File: src/rtl/cmdrst_pkg.sv
package cmdrst_pkg;

    localparam int OP_W   = 3;
    localparam int TYPE_W = 3;
    localparam int CMD_W  = OP_W + TYPE_W;

    localparam logic [TYPE_W-1:0] CT_RESET   = 3'b000;
    localparam logic [TYPE_W-1:0] CT_SELCFG  = 3'b001;
    localparam logic [TYPE_W-1:0] CT_DMADIR  = 3'b010;
    localparam logic [TYPE_W-1:0] CT_STATFMT = 3'b011;

    localparam logic [OP_W-1:0] RST_BA   = 3'b001;
    localparam logic [OP_W-1:0] RST_AB   = 3'b010;
    localparam logic [OP_W-1:0] RST_BOTH = 3'b011;
    localparam logic [OP_W-1:0] RST_DMA  = 3'b100;
    localparam logic [OP_W-1:0] RST_ALL  = 3'b111;

    localparam logic DIR_BA_WRITE = 1'b0;
    localparam logic FMT_ZERO     = 1'b0;

    typedef struct packed {
        logic            do_clr_ba;
        logic            do_clr_ab;
        logic            do_clr_dma;
        logic            do_restore;
        logic            do_sel;
        logic            do_dir;
        logic            do_fmt;
        logic [OP_W-1:0] op;
    } dec_t;

    typedef struct packed {
        logic            clr_ba;
        logic            clr_ab;
        logic            clr_dma;
        logic            hw_clr;
        logic            dma_dir;
        logic            stat_fmt;
        logic [OP_W-1:0] sel_idx;
    } ctl_t;

    localparam ctl_t CTL_HW_RESET = '{
        clr_ba:   1'b1,
        clr_ab:   1'b1,
        clr_dma:  1'b1,
        hw_clr:   1'b1,
        dma_dir:  DIR_BA_WRITE,
        stat_fmt: FMT_ZERO,
        sel_idx:  '0
    };

endpackage

File: src/rtl/cmdrst_decode.sv
module cmdrst_decode
    import cmdrst_pkg::*;
(
    input  logic             cmd_valid,
    input  logic [CMD_W-1:0] cmd_word,
    input  logic             periph_mode,
    output dec_t             dec
);

    logic [TYPE_W-1:0] cmd_type;
    logic [OP_W-1:0]   cmd_op;

    assign cmd_type = cmd_word[CMD_W-1:OP_W];
    assign cmd_op   = cmd_word[OP_W-1:0];

    always_comb begin
        dec    = '0;
        dec.op = cmd_op;
        if (cmd_valid) begin
            case (cmd_type)
                CT_RESET: begin
                    case (cmd_op)
                        RST_BA:   dec.do_clr_ba = 1'b1;
                        RST_AB:   dec.do_clr_ab = 1'b1;
                        RST_BOTH: begin
                            dec.do_clr_ba = 1'b1;
                            dec.do_clr_ab = 1'b1;
                        end
                        RST_DMA:  dec.do_clr_dma = 1'b1;
                        RST_ALL: begin
                            dec.do_clr_ba  = 1'b1;
                            dec.do_clr_ab  = 1'b1;
                            dec.do_clr_dma = 1'b1;
                            dec.do_restore = 1'b1;
                        end
                        default: ;
                    endcase
                end
                CT_SELCFG:  dec.do_sel = 1'b1;
                CT_DMADIR:  dec.do_dir = periph_mode;
                CT_STATFMT: dec.do_fmt = 1'b1;
                default: ;
            endcase
        end
    end

endmodule

File: src/rtl/cmdrst_cfg_bank.sv
module cmdrst_cfg_bank #(
    parameter int          CFG_W   = 16,
    parameter int          N_CFG   = 8,
    parameter int          DEF_IDX = 4,
    parameter logic [15:0] DEF_VAL = 16'h6420
) (
    input  logic                     clk,
    input  logic                     rst_n,
    input  logic                     restore,
    input  logic                     wr_en,
    input  logic [$clog2(N_CFG)-1:0] wr_idx,
    input  logic [CFG_W-1:0]         wr_data,
    input  logic [$clog2(N_CFG)-1:0] rd_idx,
    output logic [CFG_W-1:0]         rd_data
);

    localparam int IDX_W = $clog2(N_CFG);

    logic [CFG_W-1:0] regs_q [N_CFG];
    logic [CFG_W-1:0] regs_d [N_CFG];

    function automatic logic [CFG_W-1:0] dflt(input int idx);
        return (idx == DEF_IDX) ? CFG_W'(DEF_VAL) : '0;
    endfunction

    always_comb begin
        for (int i = 0; i < N_CFG; i++) begin
            regs_d[i] = regs_q[i];
            if (restore) begin
                regs_d[i] = dflt(i);
            end else if (wr_en && (wr_idx == IDX_W'(i))) begin
                regs_d[i] = wr_data;
            end
        end
    end

    always_ff @(posedge clk or negedge rst_n) begin
        if (!rst_n) begin
            for (int i = 0; i < N_CFG; i++) regs_q[i] <= dflt(i);
        end else begin
            for (int i = 0; i < N_CFG; i++) regs_q[i] <= regs_d[i];
        end
    end

    assign rd_data = regs_q[rd_idx];

    // a restore leaves the default-valued register holding its default
    p_restore_def_r6: assert property (@(posedge clk) disable iff (!rst_n)
        restore |=> (regs_q[DEF_IDX] == CFG_W'(DEF_VAL)));

    // a write without restore lands in the addressed register
    p_write_lands_r7: assert property (@(posedge clk) disable iff (!rst_n)
        (wr_en && !restore) |=> (regs_q[$past(wr_idx)] == $past(wr_data)));

endmodule

File: src/rtl/cmdrst_ctrl.sv
module cmdrst_ctrl
    import cmdrst_pkg::*;
#(
    parameter int          CFG_W   = 16,
    parameter int          DEF_IDX = 4,
    parameter logic [15:0] DEF_VAL = 16'h6420
) (
    input  logic             clk,
    input  logic             rst_n,
    input  logic             cmd_valid,
    input  logic [5:0]       cmd_word,
    input  logic             periph_mode,
    input  logic             cfg_wr,
    input  logic [CFG_W-1:0] cfg_wdata,
    output logic             clr_ba_ptr,
    output logic             clr_ab_ptr,
    output logic             clr_dma_req,
    output logic             hw_clr,
    output logic [2:0]       cfg_sel,
    output logic             dma_dir,
    output logic             stat_fmt,
    output logic [CFG_W-1:0] cfg_rdata
);

    localparam int N_CFG = 1 << OP_W;

    dec_t dec;
    ctl_t st_d, st_q;

    cmdrst_decode u_decode (
        .cmd_valid   (cmd_valid),
        .cmd_word    (cmd_word),
        .periph_mode (periph_mode),
        .dec         (dec)
    );

    always_comb begin
        st_d          = st_q;
        st_d.clr_ba   = dec.do_clr_ba;
        st_d.clr_ab   = dec.do_clr_ab;
        st_d.clr_dma  = dec.do_clr_dma;
        st_d.hw_clr   = 1'b0;
        if (dec.do_sel) st_d.sel_idx  = dec.op;
        if (dec.do_dir) st_d.dma_dir  = dec.op[0];
        if (dec.do_fmt) st_d.stat_fmt = dec.op[0];
    end

    always_ff @(posedge clk or negedge rst_n) begin
        if (!rst_n) st_q <= CTL_HW_RESET;
        else        st_q <= st_d;
    end

    cmdrst_cfg_bank #(
        .CFG_W   (CFG_W),
        .N_CFG   (N_CFG),
        .DEF_IDX (DEF_IDX),
        .DEF_VAL (DEF_VAL)
    ) u_cfg_bank (
        .clk     (clk),
        .rst_n   (rst_n),
        .restore (dec.do_restore),
        .wr_en   (cfg_wr),
        .wr_idx  (st_q.sel_idx),
        .wr_data (cfg_wdata),
        .rd_idx  (st_q.sel_idx),
        .rd_data (cfg_rdata)
    );

    assign clr_ba_ptr  = st_q.clr_ba;
    assign clr_ab_ptr  = st_q.clr_ab;
    assign clr_dma_req = st_q.clr_dma;
    assign hw_clr      = st_q.hw_clr;
    assign cfg_sel     = st_q.sel_idx;
    assign dma_dir     = st_q.dma_dir;
    assign stat_fmt    = st_q.stat_fmt;

    // operand 001 clears only the BA pointers
    p_ba_only_r2: assert property (@(posedge clk) disable iff (!rst_n)
        (cmd_valid && cmd_word == 6'b000001)
        |=> (clr_ba_ptr && !clr_ab_ptr && !clr_dma_req));

    // operand 010 clears only the AB pointers
    p_ab_only_r3: assert property (@(posedge clk) disable iff (!rst_n)
        (cmd_valid && cmd_word == 6'b000010)
        |=> (!clr_ba_ptr && clr_ab_ptr && !clr_dma_req));

    // operand 100 clears only the DMA request logic
    p_dma_only_r4: assert property (@(posedge clk) disable iff (!rst_n)
        (cmd_valid && cmd_word == 6'b000100)
        |=> (!clr_ba_ptr && !clr_ab_ptr && clr_dma_req));

    // no-op reset operands leave everything quiet
    p_noop_r5: assert property (@(posedge clk) disable iff (!rst_n)
        (cmd_valid && (cmd_word == 6'b000000 || cmd_word == 6'b000101 ||
                       cmd_word == 6'b000110))
        |=> (!clr_ba_ptr && !clr_ab_ptr && !clr_dma_req &&
             $stable(cfg_sel) && $stable(dma_dir) && $stable(stat_fmt)));

    // reset-all keeps direction, format and index, no hardware-only clear
    p_all_keeps_r6: assert property (@(posedge clk) disable iff (!rst_n)
        (cmd_valid && cmd_word == 6'b000111)
        |=> (clr_ba_ptr && clr_ab_ptr && clr_dma_req && !hw_clr &&
             $stable(cfg_sel) && $stable(dma_dir) && $stable(stat_fmt)));

    // direction command ignored outside peripheral mode
    p_dir_ignored_r8: assert property (@(posedge clk) disable iff (!rst_n)
        (cmd_valid && cmd_word[5:3] == 3'b010 && !periph_mode)
        |=> $stable(dma_dir));

    // status format follows operand bit 0
    p_fmt_r9: assert property (@(posedge clk) disable iff (!rst_n)
        (cmd_valid && cmd_word[5:3] == 3'b011)
        |=> (stat_fmt == $past(cmd_word[0])));

    // the hardware-only clear is a single pulse after reset
    p_hw_pulse_r10: assert property (@(posedge clk) disable iff (!rst_n)
        hw_clr |=> !hw_clr);

    // unassigned command types do nothing
    p_undef_type_r11: assert property (@(posedge clk) disable iff (!rst_n)
        (cmd_valid && cmd_word[5])
        |=> (!clr_ba_ptr && !clr_ab_ptr && !clr_dma_req &&
             $stable(cfg_sel) && $stable(dma_dir) && $stable(stat_fmt)));

endmodule

File: config.mk
export PLATFORM = sky130hd
export DESIGN_NAME = cmdrst_ctrl
export DESIGN_NICKNAME = d
export VERILOG_FILES = /design/src/rtl/cmdrst_pkg.sv /design/src/rtl/cmdrst_decode.sv /design/src/rtl/cmdrst_cfg_bank.sv /design/src/rtl/cmdrst_ctrl.sv
export SDC_FILE = /design/constraint.sdc
export NUM_CORES = 1
export LEC_CHECK = 0
export ABC_CLOCK_PERIOD_IN_PS = 1800
export BUFFER_PORTS_ARGS = -buffer_cell sky130_fd_sc_hd__buf_2
export CORE_MARGIN = 4
export CORE_UTILIZATION = 29
export DETAILED_ROUTE_END_ITERATION = 6
export RECOVER_POWER = 25
export SYNTH_ARGS = -nofsm -noshare
export SYNTH_HDL_FRONTEND = slang
export SYNTH_SLANG_ARGS = --single-unit
File: constraint.sdc
create_clock -name clk -period 1.8 [get_ports clk]
set_input_delay 0.18 -clock clk [delete_from_list [all_inputs] [get_ports clk]]
set_output_delay 0.18 -clock clk [all_outputs]
set_load 0.005 [all_outputs]
* Word-level counts from Yosys, hierarchy flattened *
Cells that the tools add are included.

word-level totals
  register bits after elaboration = 137
  logic and storage cells = 81

cells by class
  $lt $le $gt $ge = 1
  reduce and logical (&&, ||, !) cells = 21
  bitwise operators = 1
  eq/ne operators = 15
  multiplexer cells = 28

operators with widths
  cell                                                             count
  16-bit 2-to-1 mux                                                18
  16-bit binary-select mux with 3-bit select                       1
  3-bit by 2-bit == test with 1-bit output, second input constant  6
  3-bit == test, second input constant                             6
  2-bit nonzero test                                               8
  3-bit by 1-bit == test with 1-bit output, second input constant  3
  1-bit logical AND                                                8
  1-bit 2-to-1 mux                                                 7
  7-bit 2-to-1 mux                                                 1
  3-bit zero test                                                  2
  3-bit OR reduction                                               2
  4-bit greater-or-equal comparator, second input constant         1
  4-bit 2-to-1 mux                                                 1
  3-bit inverter with 4-bit output                                 1
  2-bit OR reduction                                               1

* Logic depth before layout (Yosys ltp) *
  word-level depth = 6
  gate-level depth with buffers = 7

* Hierarchy *
From an unflattened synthesis, not the netlist that was laid out.

unflattened totals
  cells, all modules = 676
  area, all modules = 6810.3 um^2

modules (own cells, without submodules)
  module           cells each  area each (um^2)  times used
  cmdrst_cfg_bank  646         6391.1            1
  cmdrst_ctrl      15          290.3             1
  cmdrst_decode    15          128.9             1

* Worst setup path before layout *
No wires, ideal clock.

  path type = reg-to-output
  start = register st_q (netlist bit cfg_sel[0])
  end = output port cfg_rdata[10]
  cell stages (with the launch flop) = 5
  data required time = 1620 ps
  slack = 9 ps
  arrival = 1611 ps
  cell sequence = dfrtp_1 > buf_6 > buf_2 > mux4_2 > mux2_4

on the way
  cells in the longest elaborated chain, start to end = 4

RTL lines
  what                                                    RTL line               RTL
  start, declared                                         cmdrst_ctrl.sv:28      ctl_t st_d, st_q;
  start signal, assigned                                  cmdrst_ctrl.sv:50      else st_q <= st_d;
  3-bit inverter with 4-bit output (implied by the code)  cmdrst_cfg_bank.sv:45  assign rd_data = regs_q[rd_idx];
  16-bit binary-select mux with 3-bit select              cmdrst_cfg_bank.sv:45
  16-bit 2-to-1 mux (implied by the code) (2 in series)   cmdrst_cfg_bank.sv:45
  end, declared                                           cmdrst_ctrl.sv:22      output logic [CFG_W-1:0] cfg_rdata

No other way between the ends. The select of a mux whose other input is x is not followed.

* Worst setup path in the final report *
  start = register st_q (netlist bit cfg_sel[0])
  end = output port cfg_rdata[13]

Same word-level chain as after synthesis.

==> run_results.csv <==
group,metric,value,unit
run_status,status,"finished, violations left",
run_status,violations,"setup timing",
clocking,htreeDepth,4,
worst_setup_path,critical_path_arrival,2080,ps
global_route,grt_max_degree,70,
placed_design,dp_hpwl,12.90,mm
route,drt_iter0_drc,503,
worst_setup_path,worst-path-max-fanout,8,
logic_synthesis,netlist_area,0.006758,mm^2
floorplanning,die_w,160.7,um
final_layout,stdcell_area,0.008489,mm^2
logic_synthesis,netlist_instances,675,
global_route,antenna_found_initial,1,
final_layout,antenna_cells,0,
worst_setup_path,crit_buf_inv,3,
final_layout,multi_input_area,0.002975,mm^2
logic_synthesis,synth_area_leaders,"dfrtp_1 (48%), nand2_1 (14%), mux4_2 (10%), a21oi_1 (9.2%), mux2_4 (3.3%)",
timing,finalClockSkew,11.52,ps
final_layout,fin_nets,770,
worst_setup_path,worst_ep_required_time,1620,ps
final_layout,fillers,2204,
worst_setup_path,path_cells,"buf_12 > buf_12 > mux4_2 > mux2_4 > buf_6",
logic_synthesis,seq_area_frac_synth,0.5088,
timing,hold_violations,0,
floorplanning,dieArea,0.02581,mm^2
route,post-route-drc-count,0,
timing,fmax,443.0,MHz
logic_synthesis,yosys_warnings,0,
floorplanning,ios,52,
logic_synthesis,yosysTopAreaCellShare,0.4777,
worst_setup_path,path_delay_family,"multiplexers",
worst_setup_path,max_stage_delay,520,ps
clocking,clock_latency,420,ps
clocking,clk_pin_slew,60,ps
worst_setup_path,cpMaxStageDelayCell,"mux4_2",
floorplanning,initial_utilization,0.2967,
placed_design,routabilityCongestion,0.7876,
floorplanning,die_h,160.7,um
clocking,cts_tree,"done",
logic_synthesis,syn_nets,702,
worst_setup_path,cp-end-kind,"output port",
power,p_leak,3.740,nW
placed_design,numPortBuffers,51,
global_route,grt_pass1_wl,30.93,mm
logic_synthesis,ys_ff_latch,137,
worst_setup_path,cp-start-kind,"flop",
global_route,grt_pass1_vias,5342,
final_layout,seqCellArea,0.003445,mm^2
timing,period_needed,2257,ps
route,wl,19.55,mm
route,ant_nets,0,
timing,finalCritPeriodShare,1.254,
logic_synthesis,yosys.area.top_type,"dfrtp_1",
timing,rsz0062_at_grt,"true",
floorplanning,rows,55,
logic_synthesis,syn_area_per_cell,10.01,um^2
flow_run,drv_cap,0,
timing,setup_violations,16,
final_layout,layout-drive-gt1-share,0.3042,
power,finalPower,13.53,mW
power,peakVddDrop,0.0006794,V
timing,tightest_slew,1001,ps
floorplanning,coreArea,0.02278,mm^2
global_route,grtUsageTotal,0.1524,
worst_setup_path,cp_common_cell,"buf_12",
hold_path,hp-class,"in -> reg",
timing,slew_headroom,0.3326,
worst_setup_path,critical_path_class,"reg -> out",
global_route,overflow,0,
route,viasPerCell,4.893,
final_layout,syn2layout_area_growth,25.62,%
clocking,numCtsBuffers,17,
clocking,clock-sinks,137,
clocking,cts-root-buf,"clkbuf_16",
route,wl_per_cell,18.29,um
final_layout,final_util,0.3727,
placed_design,place_area,0.007595,mm^2
clocking,clockBufferDepth,2,
timing,worst_slack,-457.4,ps
route,first_pass_iters,5,
power,powerDensity,1593,mW/mm^2
route,vias,5231,
logic_synthesis,synth_cell_types,31,
timing,slew_viol_final,0,
[cells by family after synthesis]
| family | after synthesis | synth area share |
|---|---|---|
| and+or+nand+nor | 288 | 0.1839 |
| DFF | 137 | 0.5088 |
| AOI/OAI and AO/OA | 124 | 0.09184 |
| buffers and inverters | 71 | 0.06258 |
| muxes | 53 | 0.1511 |
| xor gates and xnor gates | 1 | 0.001296 |
| other | 1 | 0.0005549 |
[area by class of cell]
class	instances	area share
Timing Repair Buffer	120	0.1256
Tap cell	313	0.04613
Multi-Input combinational cell	467	0.3505
Clock inverter	12	0.01945
Sequential cell	137	0.4057
Clock buffer	20	0.05262
[cells in the mapped netlist]
cell type  instances
nand2_1          256
dfrtp_1          129
a21oi_1          124
buf_2             30
mux4_2            30
clkbuf_1          17
buf_4             16
mux2_4            15
dfstp_2            8
mux2_2             6
nand3_1            5
nand4b_1           4
and3_1             3
and4b_1            3
buf_6              3
clkbuf_2           3
nand4bb_1          3
and4_1             2
buf_12             2
mux4_1             2
nand2b_1           2
nand4_1            2
nor4bb_1           2
and3b_1            1
and4bb_2           1
conb_1             1
nor2b_1            1
nor4b_2            1
nor4b_4            1
or4b_2             1
xnor2_1            1
[state kept, by name, indices dropped and copies added, names as in the netlist]
name,flops
cfg_sel,3
clr_ab_ptr,1
clr_ba_ptr,1
clr_dma_req,1
dma_dir,1
hw_clr,1
stat_fmt,1
u_cfg_bank.regs_q,128
[metrics by stage]
step	TNS (ps)	worst slack, ps	std cells	hold WS [ps]
2_1_floorplan	0	8.958	675	-115.6
3_3_place_gp	-2300	-125.4	1029	-28.92
3_5_place_dp	-2702	-133.2	1029	-29.04
4_1_cts	-7055	-466.3	1069	25.24
5_1_grt	-7631	-489.7	1069	37.50
6_report	-6832	-457.4	1069	45.44
[report_power, final]
group / switching, mW / internal, mW
clock: 1.40 / 2.24
sequential: 0.777 / 4.45
combinational: 1.93 / 2.73
total: 4.11 / 9.42
[worst paths after layout]
| path | start | end | slack [ps] | depth (start not counted) |
|---|---|---|---|---|
| worst max-delay path | cfg_sel[0]$_DFFE_PN0P_ | cfg_rdata[13] | -460 | 5 |
| worst min-delay path | cmd_word[2] | clr_dma_req$_DFF_PN1_ | 50 | 2 |
| worst max register to register | cfg_sel[0]$_DFFE_PN0P_ | u_cfg_bank.regs_q[118]$_DFFE_PN0P_ | 0 | 6 |
| worst min register to register | u_cfg_bank.regs_q[62]$_DFFE_PN1P_ | u_cfg_bank.regs_q[62]$_DFFE_PN1P_ | 490 | 2 |
| max in group asynchronous | rst_n | cfg_sel[0]$_DFFE_PN0P_ | 370 | 3 |
| min in group asynchronous | rst_n | stat_fmt$_DFFE_PN0P_ | 100 | 2 |
[layer usage]
metal | track usage | share of wire
met1 | 0.1993 | 0.42
met2 | 0.2561 | 0.51
met3 | 0.03156 | 0.054
met4 | 0.04497 | 0.017
met5 | 0 | 0.00036
[placed cells by master (no fill, tap or decap), types with 3 or more instances in the layout]
master / synthesis / layout
nand4b_1: 4 / 4
a21oi_1: 124 / 118
nand2_1: 256 / 248
nand3_1: 5 / 5
buf_4: 16 / 42
clkbuf_1: 17 / 5
inv_6: 0 / 3
nand4bb_1: 3 / 3
dfrtp_1: 129 / 126
mux2_4: 15 / 16
mux4_2: 30 / 32
buf_2: 30 / 33
and3_1: 3 / 3
nand2_2: 0 / 6
mux2_2: 6 / 5
buf_6: 3 / 27
clkbuf_16: 0 / 17
dfstp_2: 8 / 8
bufinv_16: 0 / 3
a21oi_2: 0 / 6
and4b_1: 3 / 3
buf_12: 2 / 8
[what timing repair did]
| item | in CTS | in global routing |
|---|---|---|
| buffers inserted | 5 | 0 |
| hold buffers | 1 | 0 |
| gates resized for setup | 33 | 23 |
| hold endpoints to repair | 129 | 0 |
| pin swaps | 3 | 5 |
| cloned | 3 | 0 |
| setup endpoints to repair | 37 | 29 |
No activity file was read; power rests on OpenSTA's default activity.
